### config.mk
export PLATFORM = sky130hd
export DESIGN_NAME = uart_irq_dma_ctrl
export DESIGN_NICKNAME = d
export VERILOG_FILES = /design/src/rtl/uirq_pkg.sv /design/src/rtl/uirq_sticky.sv /design/src/rtl/uirq_rx_idle.sv /design/src/rtl/uirq_level_cmp.sv /design/src/rtl/uart_irq_dma_ctrl.sv
export SDC_FILE = /design/constraint.sdc
export NUM_CORES = 1
export LEC_CHECK = 0
export ABC_AREA = 1
export CAP_MARGIN = 20
export CELL_PAD_IN_SITES_DETAIL_PLACEMENT = 2
export CELL_PAD_IN_SITES_GLOBAL_PLACEMENT = 2
export CORE_ASPECT_RATIO = 2
export CORE_MARGIN = 3
export CORE_UTILIZATION = 31
export CTS_CLUSTER_SIZE = 14
export DETAILED_ROUTE_END_ITERATION = 10
export DONT_BUFFER_PORTS = 1
export PLACE_DENSITY = 0.76
export SLEW_MARGIN = 20
export SYNTH_ARGS = -nofsm -noshare
export SYNTH_HDL_FRONTEND = slang
export SYNTH_HIERARCHICAL = 1
export SYNTH_SLANG_ARGS = --single-unit
### constraint.sdc
create_clock -name clk -period 2 [get_ports clk]
set_input_delay 0.3 -clock clk [delete_from_list [all_inputs] [get_ports clk]]
set_output_delay 0.3 -clock clk [all_outputs]
set_load 0.005 [all_outputs]
### src/rtl/uirq_pkg.sv
package uirq_pkg;
   localparam int NFLAG   = 8;
   localparam int NSTICKY = 5;
   localparam int F_OVR   = 0;
   localparam int F_PAR   = 1;
   localparam int F_FRM   = 2;
   localparam int F_BRK   = 3;
   localparam int F_TMO   = 4;
   localparam int F_TXT   = 5;
   localparam int F_TXD   = 6;
   localparam int F_RXT   = 7;
endpackage

### src/rtl/uirq_sticky.sv
module uirq_sticky #(
   parameter int N = 5
) (
   input  logic         clk,
   input  logic         rst_n,
   input  logic [N-1:0] set_i,
   input  logic [N-1:0] clr_i,
   output logic [N-1:0] flag_o
);
   generate
      for (genvar i = 0; i < N; i++) begin : g_bit
         logic flag_q;
         always_ff @(posedge clk or negedge rst_n) begin
            if (!rst_n)        flag_q <= 1'b0;
            else if (set_i[i]) flag_q <= 1'b1;
            else if (clr_i[i]) flag_q <= 1'b0;
         end
         assign flag_o[i] = flag_q;

         p_set_r1: assert property (@(posedge clk) disable iff (!rst_n)
            set_i[i] |=> flag_q);
         p_hold_r1: assert property (@(posedge clk) disable iff (!rst_n)
            (flag_q && !clr_i[i]) |=> flag_q);
         p_w1c_r2: assert property (@(posedge clk) disable iff (!rst_n)
            (clr_i[i] && !set_i[i]) |=> !flag_q);
      end
   endgenerate
endmodule

### src/rtl/uirq_rx_idle.sv
module uirq_rx_idle #(
   parameter int CNT_W = 5,
   parameter int TMO_W = 8
) (
   input  logic             clk,
   input  logic             rst_n,
   input  logic             baud_tick,
   input  logic             rx_push,
   input  logic             rx_pop,
   input  logic [CNT_W-1:0] rx_level,
   input  logic [TMO_W-1:0] tmo_len,
   output logic             hit_o
);
   localparam logic [TMO_W-1:0] CNT_MAX = '1;

   logic [TMO_W-1:0] cnt_q;
   logic             fired_q;
   logic             rx_empty, restart, last_bit;

   assign rx_empty = (rx_level == '0);
   assign restart  = rx_push | rx_pop;
   assign last_bit = (tmo_len != '0) && (cnt_q == TMO_W'(tmo_len - 1'b1));
   assign hit_o    = baud_tick & ~rx_empty & ~restart & ~fired_q & last_bit;

   always_ff @(posedge clk or negedge rst_n) begin
      if (!rst_n)                                   cnt_q <= '0;
      else if (rx_empty || restart || hit_o)        cnt_q <= '0;
      else if (baud_tick && !fired_q && cnt_q != CNT_MAX)
                                                    cnt_q <= cnt_q + 1'b1;
   end

   always_ff @(posedge clk or negedge rst_n) begin
      if (!rst_n)       fired_q <= 1'b0;
      else if (rx_push) fired_q <= 1'b0;
      else if (hit_o)   fired_q <= 1'b1;
   end

   p_zero_empty_r4: assert property (@(posedge clk) disable iff (!rst_n)
      (rx_level == '0) |=> (cnt_q == '0));
   p_restart_r3: assert property (@(posedge clk) disable iff (!rst_n)
      rx_push |=> (cnt_q == '0));
   p_once_r5: assert property (@(posedge clk) disable iff (!rst_n)
      hit_o |=> !hit_o);
endmodule

### src/rtl/uirq_level_cmp.sv
module uirq_level_cmp #(
   parameter int CNT_W   = 5,
   parameter bit DMA_REG = 1'b0
) (
   input  logic             clk,
   input  logic             rst_n,
   input  logic [CNT_W-1:0] tx_level,
   input  logic [CNT_W-1:0] tx_thresh,
   input  logic             tx_busy,
   input  logic [CNT_W-1:0] rx_level,
   input  logic [CNT_W-1:0] rx_thresh,
   input  logic             tx_dma_en,
   input  logic             rx_dma_en,
   output logic             tx_below_o,
   output logic             tx_done_o,
   output logic             rx_reached_o,
   output logic             tx_dma_o,
   output logic             rx_dma_o
);
   logic tx_dma_d, rx_dma_d;

   assign tx_below_o   = tx_level < tx_thresh;
   assign tx_done_o    = (tx_level == '0) & ~tx_busy;
   assign rx_reached_o = rx_level >= rx_thresh;
   assign tx_dma_d     = tx_dma_en & tx_below_o;
   assign rx_dma_d     = rx_dma_en & (rx_level == rx_thresh);

   generate
      if (DMA_REG) begin : g_dma_reg
         logic tx_q, rx_q;
         always_ff @(posedge clk or negedge rst_n) begin
            if (!rst_n) begin
               tx_q <= 1'b0;
               rx_q <= 1'b0;
            end else begin
               tx_q <= tx_dma_d;
               rx_q <= rx_dma_d;
            end
         end
         assign tx_dma_o = tx_q;
         assign rx_dma_o = rx_q;
         p_txdma_en_r9: assert property (@(posedge clk) disable iff (!rst_n)
            !tx_dma_en |=> !tx_dma_o);
         p_rxdma_en_r10: assert property (@(posedge clk) disable iff (!rst_n)
            !rx_dma_en |=> !rx_dma_o);
      end else begin : g_dma_comb
         assign tx_dma_o = tx_dma_d;
         assign rx_dma_o = rx_dma_d;
         p_txdma_lvl_r9: assert property (@(posedge clk) disable iff (!rst_n)
            tx_dma_o |-> (tx_dma_en && tx_below_o));
         p_rxdma_lvl_r10: assert property (@(posedge clk) disable iff (!rst_n)
            rx_dma_o |-> (rx_dma_en && rx_reached_o));
      end
   endgenerate
endmodule

### src/rtl/uart_irq_dma_ctrl.sv
module uart_irq_dma_ctrl
   import uirq_pkg::*;
#(
   parameter int FIFO_DEPTH = 16,
   parameter int TMO_W      = 8,
   parameter bit DMA_REG    = 1'b0,
   localparam int CNT_W     = $clog2(FIFO_DEPTH + 1)
) (
   input  logic               clk,
   input  logic               rst_n,
   input  logic [CNT_W-1:0]   tx_level,
   input  logic [CNT_W-1:0]   rx_level,
   input  logic               tx_shift_busy,
   input  logic               rx_push,
   input  logic               rx_pop,
   input  logic               rx_err_overrun,
   input  logic               rx_err_parity,
   input  logic               rx_err_frame,
   input  logic               rx_err_break,
   input  logic               baud_tick,
   input  logic [CNT_W-1:0]   tx_thresh,
   input  logic [CNT_W-1:0]   rx_thresh,
   input  logic [TMO_W-1:0]   tmo_len,
   input  logic [NFLAG-1:0]   irq_en,
   input  logic               tx_dma_en,
   input  logic               rx_dma_en,
   input  logic [NSTICKY-1:0] clr_w1c,
   output logic [NFLAG-1:0]   status,
   output logic               irq,
   output logic               tx_dma_req,
   output logic               rx_dma_req
);
   generate
      if (FIFO_DEPTH < 2) begin : g_bad_depth
         $error("FIFO_DEPTH must be at least 2");
      end
      if (TMO_W < 2) begin : g_bad_tmo
         $error("TMO_W must be at least 2");
      end
   endgenerate

   logic [NSTICKY-1:0] sticky_set, sticky_q;
   logic               tmo_hit, tx_below, tx_done, rx_reached, irq_q;

   uirq_rx_idle #(.CNT_W(CNT_W), .TMO_W(TMO_W)) u_idle (
      .clk(clk), .rst_n(rst_n), .baud_tick(baud_tick), .rx_push(rx_push),
      .rx_pop(rx_pop), .rx_level(rx_level), .tmo_len(tmo_len), .hit_o(tmo_hit)
   );

   always_comb begin
      sticky_set        = '0;
      sticky_set[F_OVR] = rx_push & rx_err_overrun;
      sticky_set[F_PAR] = rx_push & rx_err_parity;
      sticky_set[F_FRM] = rx_push & rx_err_frame;
      sticky_set[F_BRK] = rx_push & rx_err_break;
      sticky_set[F_TMO] = tmo_hit;
   end

   uirq_sticky #(.N(NSTICKY)) u_sticky (
      .clk(clk), .rst_n(rst_n), .set_i(sticky_set), .clr_i(clr_w1c),
      .flag_o(sticky_q)
   );

   uirq_level_cmp #(.CNT_W(CNT_W), .DMA_REG(DMA_REG)) u_cmp (
      .clk(clk), .rst_n(rst_n), .tx_level(tx_level), .tx_thresh(tx_thresh),
      .tx_busy(tx_shift_busy), .rx_level(rx_level), .rx_thresh(rx_thresh),
      .tx_dma_en(tx_dma_en), .rx_dma_en(rx_dma_en), .tx_below_o(tx_below),
      .tx_done_o(tx_done), .rx_reached_o(rx_reached), .tx_dma_o(tx_dma_req),
      .rx_dma_o(rx_dma_req)
   );

   assign status = {rx_reached, tx_done, tx_below, sticky_q};

   always_ff @(posedge clk or negedge rst_n) begin
      if (!rst_n) irq_q <= 1'b0;
      else        irq_q <= |(status & irq_en);
   end
   assign irq = irq_q;

   p_irq_follow_r11: assert property (@(posedge clk) disable iff (!rst_n)
      (|(sticky_q & irq_en[NSTICKY-1:0])) |=> irq);
   p_irq_masked_r11: assert property (@(posedge clk) disable iff (!rst_n)
      (irq_en == '0) |=> !irq);
endmodule

# Yosys cells after proc, flatten, opt, wreduce, memory -nomap -nowiden
# Index checks and enable logic that the tools add are counted.
# Widths: inputs -> output; s select.
[classes] addsub=2 order_cmp=2 n_eq_ne=3 mux=14 bitwise_logic=17 reduce_logical=17
[ops] op="$mux 8" count=2
[ops] op="$reduce_bool 2->1" count=7
[ops] op="$mux 1" count=12
[ops] op="$and 1x1->1" count=11
[ops] op="$logic_not 5->1" count=2
[ops] op="$add 8x1->8 const B" count=1
[ops] op="$and 8x8->8" count=1
[ops] op="$eq 8x8->1" count=1
[ops] op="$ne 8x8->1 const B" count=1
[ops] op="$reduce_bool 8->1" count=1
[ops] op="$reduce_or 8->1" count=1
[ops] op="$sub 8x1->8 const B" count=1
[ops] op="$eq 5x5->1" count=1
[ops] op="$ge 5x5->1" count=1
[ops] op="$lt 5x5->1" count=1
[ops] op="$not 1->1" count=4
[ops] op="$logic_and 1x1->1" count=3
[ops] op="$logic_or 1x1->1" count=2
[ops] op="$logic_not 1->1" count=1
[ops] op="$or 1x1->1" count=1
[totals] register_bits=15 inputBits=53 out_inout_bits=11 word_cells=63

# Depth between registers and ports, before layout
# Gate-level depths: netlist of run 1.
[depth] depth_word=8 depth_mapped=13 depth_no_buf=13

# By module
# The synthesis of run 1 kept the hierarchy.
[modules_own_cells] mod="uirq_rx_idle" n_inst=1 cells_each=161 area_per_inst_um2=953.4 seq_area_each_um2=225.2
[modules_own_cells] mod="uirq_level_cmp" n_inst=1 cells_each=50 area_per_inst_um2=285.3 seq_area_each_um2=0.0
[modules_own_cells] mod="uirq_sticky" n_inst=1 cells_each=30 area_per_inst_um2=237.7 seq_area_each_um2=125.1
[modules_own_cells] mod="uart_irq_dma_ctrl" n_inst=1 cells_each=27 area_per_inst_um2=133.9 seq_area_each_um2=25.0

# Worst setup path before layout of run 1
# No wires, ideal clock.
[synth_timing] path_type="in2reg" start="in tmo_len[0]" end="reg u_sticky.g_bit[4].flag_q" setup_ps=116 arrival_time_ps=1329 t_required_ps=1884 setup_slack_ps=554 stages=11 n_path_buf=0 path_cell_list="inv_1 -> ha_1 -> or2_2 -> nand2_1 -> nor2_1 -> nand2_1 -> nor2_1 -> nand3_2 -> inv_1 -> inv_1 -> nand2_1"
[synth_between] elab_chain_cells=5 elab_cells_between_ends=7 cone_classes="add/sub: 1; eq/ne: 1; mux: 1; bitwise: 1; reduce/logical: 3"
[synth_lines] element="start: declaration" line="uart_irq_dma_ctrl.sv:23" text="input logic [TMO_W-1:0] tmo_len,"
[synth_lines] element="$sub 8x1->8" line="uirq_rx_idle.sv:22" text="assign last_bit = (tmo_len != '0) && (cnt_q == TMO_W'(tmo_len - 1'b1));"
[synth_lines] element="$eq 8x8->1" line="uirq_rx_idle.sv:22"
[synth_lines] element="$logic_and 1x1->1 *" line="uirq_rx_idle.sv:22"
[synth_lines] element="$and 1x1->1 *" line="uirq_rx_idle.sv:23" text="assign hit_o = baud_tick & ~rx_empty & ~restart & ~fired_q & last_bit;"
[synth_lines] element="via sticky_set[4]" line="uart_irq_dma_ctrl.sv:42" text="logic [NSTICKY-1:0] sticky_set, sticky_q;"
[synth_lines] element="$mux 1 or $reduce_bool 2->1 (tied branches)"
[synth_lines] element="end signal: assignment" line="uirq_sticky.sv:14" text="if (!rst_n) flag_q <= 1'b0;"
[synth_lines] element="end signal: assignment" line="uirq_sticky.sv:15" text="else if (set_i[i]) flag_q <= 1'b1;"
[synth_lines] element="end signal: assignment" line="uirq_sticky.sv:16" text="else if (clr_i[i]) flag_q <= 1'b0;"
[synth_lines] element="end: declaration" line="uirq_sticky.sv:12" text="logic flag_q;"
# The timed path passes the listed nets; every way through them passes the cells marked *.
# A chain may end at the register's enable or synchronous reset.

# Worst setup path in the final report of run 1
[layout_timing] start="reg u_idle.cnt_q[0]" end="reg u_idle.cnt_q[2]"
[layout_between] elab_chain_cells=5 elab_cells_between_ends=10 cone_classes="add/sub: 1; eq/ne: 2; mux: 2; bitwise: 1; reduce/logical: 4"
[layout_lines] element="start: declaration" line="uirq_rx_idle.sv:16" text="logic [TMO_W-1:0] cnt_q;"
[layout_lines] element="start signal: assignment" line="uirq_rx_idle.sv:29" text="cnt_q <= cnt_q + 1'b1;"
[layout_lines] element="parallel branches: the longest is 5 deep, another holds $add 8x1->8"
# Parallel ways; which one is timed is not known. The select of a mux whose other input is x is not followed.

==> impl_metrics.ini, run 1 <==
[sta]
tns_ps = 0
holdWs_ps = 185
fin_crit_ps = 1590
hold_violations = 0
worst_pin_slew_ps = 720
skew_ps = 2.49
max_freq_mhz = 629
max-slew-margin-rel_pct = 51.8
maxSlewViolCount = 0
setup-violations-final = 0
post-route-period-util_pct = 79.6
rsz0062_at_grt = false

[yosys]
synth_edf_count = 0
syn_area_sq_um = 1610
synthTopCellsByCount = nand2_1 (88), inv_1 (57), nor2_1 (39)
ys_ff_latch = 15
synth.most_common_cell = nand2_1
ys_types = 22
yosysWarnings = 6
synthTopCellsByArea = dfrtp_1 (23%), nand2_1 (21%), inv_1 (13%), ha_1 (9.3%), nor2_1 (9.1%)
syn_nets = 333
yosysTopAreaCellShare_pct = 23.3
synth-seq-area-share_pct = 23.3
yosys.area.top_type = dfrtp_1
avgSynthCellArea_sq_um = 6.01
synth_cells = 268
synthFlopType = dfrtp_1
synth-async-reset-ratio_pct = 100

[worst_setup_path]
cp-end-kind = flip-flop
cp_max_fo = 8
worstPathRequired_ps = 2140
cp_slowest_cell = dfrtp_1
cp_cell_sequence = buf_4 -> nand2_1 -> inv_1 -> nor2_1 -> nand2_1 -> nor2_1 -> nand2_1 -> nor2_1 -> nand3_2 -> nand2_4 -> nor2_1
cp.buffers_inverters = 2
crit_path_frequent_cell = nor2_1
r2r_cells = 11
crit_cells = 11
slowest_delay_ps = 390
cp.arrival_ps = 1730
startpoint_type = flip-flop
critPathTopFamily = simple AND/OR/NAND/NOR gates
path_class = reg2reg

[placement]
gp_congestion = 0.766
portBuffers = 0
post_dp_cell_area_sq_um = 1630
dpl.hpwl_um = 4210

[global_route]
grt.total_usage_pct = 16.5
grt-ovfl-total = 0
grt_pass1_wl_um = 7790
first_global_vias = 1670
antenna_found_initial = 0
grt_max_degree = 16

[clock_tree]
cts.reportedPaths.clkPinSlew_ps = 60
cts_resized = 0
holdBufCountCts = 1
cts_tree = yes
clock_path_buffers = 2
clkLatencyLatePin_ps = 250
ctsRootBufferMaster = clkbuf_8
post_cts_buffers = 0
htreeDepth = 1
cts.sinks = 15
cts_inserted_buffers = 3

[routing]
vias_per_cell = 4.90
ant_nets = 0
dr.first_iter.drc_count = 21
drc_errors = 0
wirelength_um = 4730
dr_total_vias = 1584
firstDrtPassIters = 4
wl_per_cell_um = 14.6

[die]
initial_core_util_pct = 32.5
die-area_sq_um = 6150
die_x_um = 57.0
io_pins = 64
core_sq_um = 4950
dieHeight_um = 108
row_count = 36

[job]
cap_viol_max_count = 0

[power]
p_per_area_nw_per_um2 = 445
vdd_drop_max_mv = 0.276
p_leak_nw = 0.975

[cells_and_area]
final_area_sq_um = 1680
syn2layout_area_growth_pct = 4.58
nNetsFinal = 332
drive_gt1_share_pct = 7.14
antennaDiodeCount = 0

[min_path]
hold_depth = 3
hold_class = in2reg

[outcome]
status = finished clean
-- layout make-up --
type                            count  area (sq um)
Fill cell                         679          3270
Multi-Input combinational cell    188           961
Sequential cell                    15           375
Inverter                           57           214
Tap cell                           57          71.3
Clock buffer                        4          45.0
Timing Repair Buffer                2          17.5
-- metrics by stage --
| step | setup WS [ps] | power [mW] | instances | util [%] |
|---|---|---|---|---|
| finish | 409 | 0.749 | 323 | 34.0 |
| global route | 281 | 0.814 | 323 | 34.0 |
| CTS | 371 | 0.769 | 323 | 34.0 |
| detailed placement | 250 | 0.498 | 318 | 32.9 |
| global placement | 300 | 0.492 | 318 | 32.9 |
| floorplan | 554 | 0.473 | 268 | - |
-- power by group --
| group | switching (mW) | internal (mW) | leakage [nW] | total (mW) |
|---|---|---|---|---|
| Sequential | 0.0104 | 0.315 | 0.198 | 0.325 |
| Clock | 0.113 | 0.141 | 0.0228 | 0.254 |
| Combinational | 0.105 | 0.0645 | 0.754 | 0.169 |
| Total | 0.228 | 0.521 | 0.975 | 0.749 |
-- sequential cells by signal (all words and copies together) (netlist names) --
| name | flops |
|---|---|
| irq | 1 |
| u_idle/fired_q | 1 |
| u_sticky/g_bit.flag_q | 5 |
| u_idle/cnt_q | 8 |
-- per-layer routing --
layer  global-route usage (%)  vias up  wire (um)
li1                         -      779          -
met1                     14.5      765       1460
met2                     35.8       36       3050
met3                     2.16        4        167
met4                     4.48        0         49
met5                        0        -          0
-- final timing paths --
kind | from | end | slack [ps]
worst max-delay path | u_idle/cnt_q[0] | u_idle/cnt_q[2] | 410
worst min-delay path | clr_w1c[0] | u_sticky/g_bit[0].flag_q | 190
worst max register to register | u_idle/cnt_q[0] | u_idle/cnt_q[2] | 410
worst min register to register | u_sticky/g_bit[0].flag_q | u_sticky/g_bit[0].flag_q | 530
max in group asynchronous | rst_n | u_idle/cnt_q[6] | 1000
min in group asynchronous | rst_n | u_sticky/g_bit[0].flag_q | 550
-- worst min-delay path: stages --
cell     delay (ps)
inv_1            20
nand2_1          40
nand2_1          40
-- placed cells by master, fill, tap and decap left out, drive strengths merged --
master | netlist | layout
a21oi | 2 | 2
and3 | 1 | 1
buf | 8 | 1
clkbuf | 0 | 4
dfrtp | 15 | 15
dlygate4sd3 | 0 | 1
ha | 12 | 12
inv | 57 | 57
nand2 | 94 | 94
nand3 | 14 | 14
nand3b | 2 | 2
nand4 | 2 | 2
nor2 | 45 | 45
nor3 | 3 | 3
o21ai | 3 | 3
or2 | 1 | 1
xnor2 | 2 | 2
xor2 | 7 | 7
-- cell families after synthesis --
| group | share of synthesized area (%) |
|---|---|
| AOI/OAI and AO/OA | 1.55 |
| xor gates and xnor gates | 4.90 |
| adders and majority gates | 9.32 |
| buffers and inverters | 17.0 |
| DFF | 23.3 |
| and+or+nand+nor | 43.9 |
No activity file was read; power rests on OpenSTA's default activity.
==> inputs of run 2 (changes only) <==
==> constraint.sdc (replaced) <==
create_clock -name clk -period 1.5 [get_ports clk]
set_input_delay 0.225 -clock clk [delete_from_list [all_inputs] [get_ports clk]]
set_output_delay 0.225 -clock clk [all_outputs]
set_load 0.005 [all_outputs]
==> impl_metrics.ini, run 2 (synthesis results as in run 1) <==
[outcome]
status = finished clean

[cells_and_area]
nFillCells = 628
regMostFlops = u_idle/cnt_q
multiInputGateArea_sq_um = 1050
nNetsFinal = 348
layout_commonest_cell = nand2_1
largest_reg_flops = 8
syn2layout_area_growth_pct = 18.9
drive_gt1_share_pct = 23.8
seqCellArea_sq_um = 382
final_cell_mix = nand2_1 (81), inv_1 (52), nor2_1 (29), buf_4 (16)
reg_top3 = u_idle/cnt_q: 8 flops, u_sticky/g_bit.flag_q: 5 flops
antennaDiodeCount = 0

[worst_setup_path]
cp_slowest_cell = dfrtp_2
worstPathRequired_ps = 1640
cp_max_fo = 4
slowest_delay_ps = 460
startpoint_type = flip-flop
cp_cell_sequence = ha_4 -> nand2_2 -> nor2_2 -> nand2_2 -> nand4_1 -> nor2_2 -> xor2_1 -> nor2_1
cp-end-kind = flip-flop
cp.buffers_inverters = 0
critPathTopFamily = simple AND/OR/NAND/NOR gates
path_class = reg2reg
cp.arrival_ps = 1630

[sta]
tns_ps = 0
max-slew-margin-rel_pct = 53.0
hold_violations = 0
max_freq_mhz = 668
fin_crit_ps = 1500
post-route-period-util_pct = 99.8
rsz0062_at_grt = true
maxSlewViolCount = 0
skew_ps = 0.624
worst_pin_slew_ps = 702
setup_slack_ps = 2.90
setup-violations-final = 0

[power]
p_leak_nw = 1.05
p_switching_mw = 0.315
combPwrFrac_pct = 25.1
pwr-share-seq_pct = 42.8
pwr-share-clk_pct = 32.1
vdd_drop_max_mv = 0.481
power.total_mw = 1.02
p_per_area_nw_per_um2 = 534
p_sw_share_pct = 30.9
p_int_mw = 0.706

[routing]
dr_total_vias = 1658
vias_per_cell = 4.89
drc_errors = 0
dr.first_iter.drc_count = 28
firstDrtPassIters = 4
ant_nets = 0
wirelength_um = 5250
wl_per_cell_um = 15.5

[min_path]
hold_class = in2reg

[global_route]
grt_pass1_wl_um = 8240
grt-ovfl-total = 0
grt.total_usage_pct = 17.2
grt_max_degree = 16
first_global_vias = 1784
antenna_found_initial = 0

[placement]
gp_congestion = 0.789
dpl.hpwl_um = 4260
place_ws_ps = -88.0
portBuffers = 0

[clock_tree]
cts_tree = yes
cts.sinks = 15
cts.reportedPaths.clkPinSlew_ps = 60
ctsRootBufferMaster = clkbuf_8
htreeDepth = 1
clkLatencyLatePin_ps = 250
cts_inserted_buffers = 3
clock_path_buffers = 2

[job]
cap_viol_max_count = 0

[die]
initial_core_util_pct = 32.5
io_pins = 64
dieHeight_um = 108
row_count = 36
core_sq_um = 4950
die_x_um = 57.0
die-area_sq_um = 6150
[run 2: path summary, 6_finish.rpt]
| kind | start | endpoint | slack (ps) | cells after the start |
|---|---|---|---|---|
| setup / recovery | u_idle/cnt_q[0] | u_idle/cnt_q[4] | 3 | 8 |
| hold / removal | clr_w1c[0] | u_sticky/g_bit[0].flag_q | 110 | 3 |
| setup reg to reg | u_idle/cnt_q[0] | u_idle/cnt_q[4] | 3 | 8 |
| hold reg to reg | u_sticky/g_bit[0].flag_q | u_sticky/g_bit[0].flag_q | 530 | 2 |
| max in group asynchronous | rst_n | u_idle/cnt_q[1] | 540 | 1 |
| min in group asynchronous | rst_n | u_sticky/g_bit[0].flag_q | 470 | 1 |
[run 2: power groups by stage]
stage	logic [mW]	registers, mW	clock network, mW
2_1_floorplan	0.196	0.434	0
3_3_place_gp	0.221	0.444	0
3_5_place_dp	0.229	0.444	0
4_1_cts	0.246	0.438	0.339
5_1_grt	0.298	0.439	0.351
6_report	0.257	0.437	0.328
[run 2: tightest hold or removal path, delay by kind of cell]
kind                   cells  cell delay, ps
AND/OR/NAND/NOR            2              80
buffers and inverters      1              20
[run 2: what timing repair did]
action,in CTS,in global routing
gates resized for setup,11,25
pin swaps,6,14
hold buffers,1,0
setup endpoints to repair,8,9
endpoints found under the hold margin,15,0
gates cloned,0,0
setup buffers,4,5
[run 2: cell type report]
type	instances	share of cell area (%)
repair buffers	18	7.84
well taps	57	3.73
clock buffers	3	2.16
clock inverters	1	0.261
inverters	57	11.2
flip-flops and latches	15	19.9
multi-input cells	188	54.9
[run 2: per-layer routing]
metal	GRT usage, %	share of wire, %
met1	16.8	33
met2	35.8	62
met3	1.80	3.7
met4	5.14	2.0
met5	0	0
[run 2: per-stage QoR]
| stage | cells | hold WS [ps] | util (%) | instance area [sq um] |
|---|---|---|---|---|
| after global routing | 339 | 125 | 38.6 | 1910 |
| after global placement | 325 | -70.2 | 33.9 | 1680 |
| after detailed placement | 325 | -70.1 | 33.9 | 1680 |
| after CTS | 334 | 110 | 36.7 | 1820 |
| final | 339 | 114 | 38.6 | 1910 |
| after floorplan | 268 | -70.6 | - | 1610 |
==> inputs of run 3 (changes only) <==
==> constraint.sdc (replaced) <==
create_clock -name clk -period 1.6 [get_ports clk]
set_input_delay 0.24 -clock clk [delete_from_list [all_inputs] [get_ports clk]]
set_output_delay 0.24 -clock clk [all_outputs]
set_load 0.005 [all_outputs]
==> impl_metrics.ini, run 3 (synthesis results as in run 1) <==
[outcome]
status = finished clean

[sta]
maxSlewViolCount = 0
setup-violations-final = 0
skew_ps = 10.1
max_freq_mhz = 669
max-slew-margin-rel_pct = 53.3
fin_crit_ps = 1500
worst_pin_slew_ps = 698
hold_violations = 0
post-route-period-util_pct = 93.4
setup_slack_ps = 105
rsz0062_at_grt = true

[global_route]
first_global_vias = 1730
grt_max_degree = 16
grt_pass1_wl_um = 7720
antenna_found_initial = 0
grt-ovfl-total = 0
grt.total_usage_pct = 16.2

[routing]
dr_wl_met3_um = 179
drc_errors = 0
wl_met1_um = 1430
wl_per_cell_um = 14.4
routed.top_layer = met4
dr.first_iter.drc_count = 43
dr_total_vias = 1606
firstDrtPassIters = 2
vias_per_cell = 4.88
wirelength_um = 4720
wl_met2_um = 3000
ant_nets = 0

[min_path]
min_from = clr_w1c[2]
hold_depth = 3
hold_class = in2reg
min_to = u_sticky/g_bit[2].flag_q

[worst_setup_path]
worstSetupStartpoint = u_idle/cnt_q[0]
cp-end-kind = flip-flop
cp_slowest_cell = dfrtp_1
slowest_delay_ps = 400
r2r_cells = 11
cp_cell_sequence = buf_4 -> nand2_1 -> inv_1 -> nor2_2 -> nand2_1 -> nor2_1 -> nand2_1 -> nor2_2 -> nand3_2 -> nand2_4 -> nor2_1
worstReg2RegEnd = u_idle/cnt_q[4]
worstPathRequired_ps = 1730
rr_startpoint = u_idle/cnt_q[0]
startpoint_type = flip-flop
crit_path_frequent_cell = nand2_1
cp_max_fo = 8
cp.arrival_ps = 1630
r2r_slack_ps = 100
path_class = reg2reg

[clock_tree]
htreeDepth = 1
ctsRootBufferMaster = clkbuf_8
cts_tree = yes
post_cts_buffers = 0
clkLatencyLatePin_ps = 250
cts.sinks = 15
cts.reportedPaths.clkPinSlew_ps = 70
clock_path_buffers = 2
cts_inserted_buffers = 3

[cells_and_area]
layout_commonest_cell = nand2_1
syn2layout_area_growth_pct = 8.31
final_cell_mix = nand2_1 (86), inv_1 (56), nor2_1 (37), dfrtp_1 (14)
antennaDiodeCount = 0
seqCellArea_sq_um = 377
nFillCells = 634
regMostFlops = u_idle/cnt_q
drive_gt1_share_pct = 11.8
largest_reg_flops = 8
multiInputGateArea_sq_um = 971
final-instance-count-excl-fill = 329
reg_top3 = u_idle/cnt_q: 8 flops, u_sticky/g_bit.flag_q: 5 flops
nNetsFinal = 338

[power]
p_sw_share_pct = 31.0
p_leak_nw = 1.00
combPwrFrac_pct = 23.3
p_switching_mw = 0.295
pwr-share-seq_pct = 42.8
pwr-share-clk_pct = 33.8
p_per_area_nw_per_um2 = 544
vdd_drop_max_mv = 0.440
power.total_mw = 0.949
p_int_mw = 0.655

[die]
row_count = 36
io_pins = 64
core_sq_um = 4950
dieHeight_um = 108
initial_core_util_pct = 32.5
die_x_um = 57.0
die-area_sq_um = 6150

[placement]
place_inst = 324
place_ws_ps = 0.834
gp_congestion = 0.757
dpl.hpwl_um = 4240
portBuffers = 0

[job]
cap_viol_max_count = 0
## run 3: changes by cell type in the layout (fill, tap and decap cells not counted), sizes merged
cell / delta
clkinvlp: +1
clkinv: -1
buf: -10
## run 3: worst max path at each step
stage	to	cells after the start
5_1_grt	u_idle/cnt_q[4]	11
3_3_place_gp	u_idle/cnt_q[0]	11
2_1_floorplan	u_idle/cnt_q[5]	8
4_1_cts	u_idle/cnt_q[4]	10
6_report	u_idle/cnt_q[4]	11
3_5_place_dp	u_idle/cnt_q[7]	11
## run 3: metrics by stage
| stage | instance area [sq um] | TNS, ps | hold slack [ps] | utilization (%) |
|---|---|---|---|---|
| after floorplan | 1610 | 0 | -55.6 | - |
| after global placement | 1670 | 0 | -55.2 | 33.8 |
| after detailed placement | 1670 | 0 | -55.2 | 33.8 |
| after CTS | 1730 | 0 | 117 | 35.0 |
| after global routing | 1740 | -226 | 117 | 35.2 |
| final | 1740 | 0 | 122 | 35.2 |
## run 3: power groups by stage
stage | clock [mW] | sequential [mW] | combinational (mW)
floorplan | 0 | 0.407 | 0.184
global placement | 0 | 0.414 | 0.207
detailed placement | 0 | 0.415 | 0.216
CTS | 0.332 | 0.407 | 0.227
global route | 0.357 | 0.409 | 0.262
finish | 0.321 | 0.407 | 0.221
## run 3: per-layer routing
metal	vias up	global-route usage (%)
met5	-	0
li1	789	-
met4	0	6.30
met1	770	14.4
met2	38	34.5
met3	9	1.68
## run 3: area by class of cell
type / instances / share of cell area, %
sequential: 15 / 21.6
multi-input combinational: 188 / 55.7
timing repair buffer: 8 / 3.59
tap: 57 / 4.09
clock inverter: 1 / 0.430
clock buffer: 3 / 2.37
inverter: 57 / 12.3
## run 3: timing repair
action                                 in CTS  in global routing
resized for setup                           0                  6
endpoints found under the hold margin      15                  0
setup endpoints to repair                   0                  9
hold buffers                                1                  0
## run 3: worst max-delay path, delay by kind of cell, from the launching register on
family        cells  cell delay (ps)
simple gates      9              790
flops             1              400
buf+inv           2              190
